`src/rtl/spi_bitclk_gen.sv`:
```
module spi_bitclk_gen #(
  parameter int PS_W   = 8,
  parameter int RATE_W = 8
) (
  input  logic              clk,
  input  logic              rst,
  input  logic              en,
  input  logic [PS_W-1:0]   prescale_cfg,
  input  logic [RATE_W-1:0] rate_cfg,
  output logic              sclk,
  output logic              rise_stb,
  output logic              fall_stb
);
  localparam int HALF_W = PS_W - 1;
  localparam logic [HALF_W-1:0] HALF_ONE  = {{(HALF_W-1){1'b0}}, 1'b1};
  localparam logic [HALF_W-1:0] HALF_ZERO = '0;

  logic [HALF_W-1:0] half_q;
  logic [RATE_W-1:0] rate_q;
  logic [HALF_W-1:0] pre_cnt;
  logic [RATE_W-1:0] post_cnt;

  wire [HALF_W-1:0] cfg_half  = prescale_cfg[PS_W-1:1];
  wire              pre_tick  = (pre_cnt == half_q - HALF_ONE);
  wire              post_wrap = (post_cnt == rate_q);
  wire              toggle    = pre_tick && post_wrap;

  // capture divisors only while idle
  always_ff @(posedge clk) begin
    if (rst) begin
      half_q <= HALF_ONE;
      rate_q <= '0;
    end else if (!en) begin
      half_q <= (cfg_half == HALF_ZERO) ? HALF_ONE : cfg_half;
      rate_q <= rate_cfg;
    end
  end

  always_ff @(posedge clk) begin
    if (rst || !en) begin
      pre_cnt  <= '0;
      post_cnt <= '0;
      sclk     <= 1'b0;
      rise_stb <= 1'b0;
      fall_stb <= 1'b0;
    end else begin
      pre_cnt  <= pre_tick ? '0 : pre_cnt + HALF_ONE;
      if (pre_tick)
        post_cnt <= post_wrap ? '0 : post_cnt + 1'b1;
      sclk     <= sclk ^ toggle;
      rise_stb <= toggle && !sclk;
      fall_stb <= toggle && sclk;
    end
  end
endmodule

```
`config.mk`:
```
export PLATFORM = sky130hd
export DESIGN_NAME = spi_bitclk_gen
export DESIGN_NICKNAME = d
export VERILOG_FILES = /design/src/rtl/spi_bitclk_gen.sv
export SDC_FILE = /design/constraint.sdc
export NUM_CORES = 1
export LEC_CHECK = 0
export ABC_AREA = 1
export ABC_CLOCK_PERIOD_IN_PS = 2900
export CAP_MARGIN = 30
export CORE_MARGIN = 3
export CORE_UTILIZATION = 55
export DETAILED_ROUTE_END_ITERATION = 6
export GPL_TIMING_DRIVEN = 0
export HOLD_SLACK_MARGIN = 0.1
export PLACE_DENSITY = 0.84
export REMOVE_ABC_BUFFERS = 1
export SYNTH_ARGS = -nofsm -noshare
export SYNTH_HDL_FRONTEND = slang
export SYNTH_SLANG_ARGS = --single-unit
```
`constraint.sdc`:
```
create_clock -name clk -period 2.9 [get_ports clk]
set_input_delay 0.58 -clock clk [delete_from_list [all_inputs] [get_ports clk]]
set_output_delay 0.58 -clock clk [all_outputs]
set_load 0.01 [all_outputs]
```
======== Word level (Yosys, flattened, before mapping) ========
Cells that the tools add are included.
storage, ports and cells
  register bits after elaboration ......... 33
  word-level logic and storage cells ...... 23
operators by class
  add/sub/neg operators ................... 3
  eq/ne operators ......................... 2
  muxes and demuxes ....................... 2
  bitwise gates (word level) .............. 1
  reductions and logical operators ........ 8
operators by type and width
  operator                                                            count
  8-bit by 1-bit adder with 8-bit output, second input constant       1
  8-bit == test                                                       1
  8-bit two-way mux                                                   1
  7-bit by 1-bit adder with 7-bit output, second input constant       1
  7-bit == test                                                       1
  7-bit logical NOT                                                   1
  7-bit two-way mux                                                   1
  7-bit by 1-bit subtractor with 7-bit output, second input constant  1
  1-bit logical AND                                                   3
  1-bit logical NOT                                                   2
  2-bit OR reduction                                                  1
  1-bit logical OR                                                    1
  1-bit bitwise XOR                                                   1

======== Longest topological paths before layout ========
  depth in word-level cells ............... 4
  depth in mapped cells ................... 15
  depth with buffers taken out ............ 14

======== Least setup slack after synthesis ========
No wires, ideal clock.
  kind .................................... register to register
  start ................................... reg half_q[0]
  end ..................................... reg sclk
  setup time .............................. 0.066 ns
  arrival ................................. 1.777 ns
  required time ........................... 2.834 ns
  setup slack ............................. 1.058 ns
  cell stages (with the launch flop) ...... 12
  buffers on the path ..................... 1
  clock period less this slack ............ 1.842 ns
  cell sequence ........................... dfxtp_1 > inv_2 > ha_1 > xnor2_1 > nor2_1 > nand2_1 > nor2_4 > nand2_2 > buf_6 > nor2_1 > ha_1 > nor2_1
on the way
  word-level cells in the longest chain between the ends .. 4
RTL lines
  item                                         line  text
  start: declaration                           18    logic [HALF_W-1:0] half_q;
  start signal: assignment                     34    half_q <= (cfg_half == HALF_ZERO) ? HALF_ONE : cfg_half;
  7-bit by 1-bit subtractor with 7-bit output  24    wire pre_tick = (pre_cnt == half_q - HALF_ONE);
  7-bit == test                                24
  1-bit logical AND                            26    wire toggle = pre_tick && post_wrap;
  1-bit bitwise XOR                            50    sclk <= sclk ^ toggle;
  end signal: assignment                       50
  end: declaration                             10    output logic sclk,
Every way passes these cells.
A chain may end at the register's enable or synchronous reset.

======== Worst setup path in the final report ========
Ends and elaborated chain as after synthesis.

==> impl_metrics.csv <==
group,metric,value,unit
sta,setup_viol,0,
drt,wl_met1,1762,µm
drt,num_vias,1592,
clock_tree,postCtsSetupBuffers,0,
drt,dr_wl_met3,177,µm
global_routing,grt_overflow,0,
worst_setup_path,cp.arrival,2.33,ns
sta,min_period,2.062,ns
placement,gp_congestion,0.8678,
floorplan,fp.dieW,62.48,µm
logic_synthesis,ys_ff_latch,33,
clock_tree,clk_pin_slew,0.09,ns
clock_tree,postCtsHoldBufs,0,
power,vdd_drop_max,0.3030,mV
clock_tree,cts_made_buffers,5,
final_layout,n_fill_cell,265,
worst_setup_path,path_cells,"inv_2, ha_1, inv_1, nand2_1, nand2_1, nand2_1, nand2_1, nand2_1, nor2_4, nand2_2, nor2_1, ha_1, nor2_1",
worst_setup_path,critPathKind,"flip-flop to flip-flop",
sta,report.final.slew_viol_count,0,
logic_synthesis,ys_warn_count,0,
logic_synthesis,synth_cell_types,24,
clock_tree,htreeDepth,2,
worst_setup_path,critical_path.most_common_cell,"nand2_1",
final_layout,fin_nets,309,
placement,dp_hpwl,2585,µm
worst_setup_path,worst-path-stages,13,
floorplan,ios,22,
final_layout,area_growth,16.69,%
worst_setup_path,cp_top_family,"simple AND/OR/NAND/NOR gates",
sta,finalHoldViolations,0,
clock_tree,cts_resized,0,
drt,post_drt_wl_per_cell,10.74,µm
drt,drt-initial-drc-count,66,
worst_setup_path,critPathMaxFanout,11,
global_routing,grt_pass1_vias,1537,
worst_setup_path,critPathSlowestCell,"dfxtp_1",
logic_synthesis,synthAdderAreaFrac,0.03566,
placement,portBuffers,20,
clock_tree,cts_buffer_depth,2,
logic_synthesis,synth.area.top_cells,"dfxtp_1 (38%), nand2_1 (15%), nor2_1 (9.0%)",
global_routing,grt_max_degree,14,
worst_setup_path,rr_worst_depth,13,
sta,period_share,0.7110,
worst_setup_path,required,3.16,ns
final_layout,drive_above_1_share,0.04912,
worst_setup_path,end_kind,"flip-flop",
outcome,status,"finished, final reports clean",
hold_path,min_path_type,"flip-flop to flip-flop",
final_layout,final_cell_mix,"nand2_1 (72), nor2_1 (42), inv_1 (40)",
drt,via_per_inst,4.869,
global_routing,grt_pass1_wl,6334,µm
logic_synthesis,synth_mux_area_frac,0,
logic_synthesis,syn_area,1754,µm²
worst_setup_path,r2r_start,"half_q[0]$_SDFFE_PP1N_",
final_layout,final_common_cell,"nand2_1",
clock_tree,cts.sinks,33,
final_layout,num_antenna_cells,0,
drt,drt_pre_antenna_iters,5,
drt,final_antenna_net_count,0,
worst_setup_path,cp.buffers_inverters,2,
global_routing,antenna_found_initial,0,
floorplan,fp-row-count,19,
worst_setup_path,cp-endpoint,"sclk$_SDFF_PP0_",
logic_synthesis,synth_top_area_share,0.3766,
worst_setup_path,reg2reg_to,"sclk$_SDFF_PP0_",
worst_setup_path,reg2reg_slack,0.84,ns
clock_tree,cts_tree,"done",
sta,rsz0062_at_grt,"no",
logic_synthesis,synth-xor-area-share,0.07489,
worst_setup_path,max_stage_delay,0.38,ns
sta,fmax,485.0,MHz
worst_setup_path,critPathLaunchType,"flip-flop",
sta,max_slew_margin,0.4094,
logic_synthesis,synth_compound_area_frac,0.07632,
logic_synthesis,ys_seq_area_frac,0.3766,
clock_tree,clockRootBuffer,"clkbuf_4",
drt,highest_layer,"met4",
drt,wl_met2,1525,µm
floorplan,initial_core_util,0.6048,
sta,worstMarginPinSlew,0.8826,ns
floorplan,die_area,3903,µm²
sta,clock_skew,0.006479,ns
flow_run,drv_cap,0,
power,powerDensity,456.6,nW/µm²
logic_synthesis,synth_top_cell_by_area,"dfxtp_1",
floorplan,core,2900,µm²
clock_tree,clock_latency,0.33,ns
drt,drt-total-wl,3512,µm
sta,hold_ws,0.4939,ns
logic_synthesis,synthSimpleGateAreaFrac,0.3338,
global_routing,grt_usage,0.1980,
sta,tns,0,ns
floorplan,fp.dieH,62.48,µm
logic_synthesis,synth_top_family_by_area,"simple AND/OR/NAND/NOR gates",
logic_synthesis,synth.avg_cell_area,6.721,µm²
power,leakagePower,0.9358,nW
drt,drc,0,
worst_setup_path,startpoint,"half_q[0]$_SDFFE_PP1N_",
logic_synthesis,syn_inst,261,
final cells by class:
type	count	area (µm²)	share of cell area
Clock buffer	7	55.05	0.02689
Timing Repair Buffer	21	211.5	0.1033
Sequential cell	33	660.6	0.3227
Tap cell	42	52.55	0.02567
Inverter	41	153.9	0.07518
Multi-Input combinational cell	183	913.4	0.4462
worst register-to-register path: stages, from the launching register on:
cell and delay (ns):
dfxtp_1 0.38, inv_2 0.07, ha_1 0.24, inv_1 0.07
nand2_1 0.07, nand2_1 0.07, nand2_1 0.04, nand2_1 0.06
nand2_1 0.08, nor2_4 0.21, nand2_2 0.18, nor2_1 0.18
ha_1 0.25, nor2_1 0.09
layer usage:
| metal | global-route usage | up-vias |
|---|---|---|
| met2 | 0.3316 | 39 |
| met4 | 0.06336 | 0 |
| met5 | 0 | - |
| met1 | 0.2423 | 701 |
| li1 | - | 845 |
| met3 | 0.05935 | 7 |
worst min path at each step:
stage / from / end / slack (ns) / cells past startpoint
2_1_floorplan: pre_cnt[0]$_SDFF_PP0_ / pre_cnt[0]$_SDFF_PP0_ / 0.44 / 1
3_3_place_gp: pre_cnt[0]$_SDFF_PP0_ / pre_cnt[0]$_SDFF_PP0_ / 0.46 / 1
3_5_place_dp: pre_cnt[0]$_SDFF_PP0_ / pre_cnt[0]$_SDFF_PP0_ / 0.48 / 1
4_1_cts: pre_cnt[0]$_SDFF_PP0_ / pre_cnt[0]$_SDFF_PP0_ / 0.50 / 1
5_1_grt: pre_cnt[0]$_SDFF_PP0_ / pre_cnt[0]$_SDFF_PP0_ / 0.53 / 1
6_report: half_q[6]$_SDFFE_PP0N_ / half_q[6]$_SDFFE_PP0N_ / 0.49 / 2
cell families after synthesis:
group | Yosys count
simple gates | 141
buf+inv | 45
flops | 33
fa+ha+maj | 5
xor+xnor | 15
compound gates | 22
registers in the layout, indices dropped and copies added (netlist names):
name and flops:
fall_stb 1, half_q 7, post_cnt 8, pre_cnt 7
rate_q 8, rise_stb 1, sclk 1
through the flow:
step | setup WS, ns | std cells | power (mW) | utilization | area, µm²
after floorplan | 1.094 | 257 | 0.6263 | - | 1728
after global placement | 0.1498 | 319 | 0.6766 | 0.6829 | 1981
after detailed placement | 0.6848 | 320 | 0.6831 | 0.6868 | 1992
after CTS | 0.8155 | 327 | 0.9409 | 0.7058 | 2047
after global routing | 0.6178 | 327 | 0.9890 | 0.7058 | 2047
final | 0.8380 | 327 | 0.9347 | 0.7058 | 2047
synth_stat cells (all sizes together):
cell type  number
a22o            5
xnor2          10
a22oi           1
nand3b          1
a21oi           4
o21ai          10
clkbuf          2
o22ai           2
inv            41
nor4            1
nand4           1
nor2           45
ha              5
nand2          75
nand3          17
buf             2
nor3            1
dfxtp          33
xor2            5
where the power goes:
| part | leakage [nW] | total [mW] | switching (mW) | internal, mW |
|---|---|---|---|---|
| Combinational | 0.635 | 0.181 | 0.102 | 0.0788 |
| Clock | 0.0314 | 0.260 | 0.146 | 0.114 |
| Sequential | 0.269 | 0.493 | 0.0200 | 0.474 |
| Total | 0.936 | 0.935 | 0.268 | 0.667 |
Power figures use the tool's default switching activity.
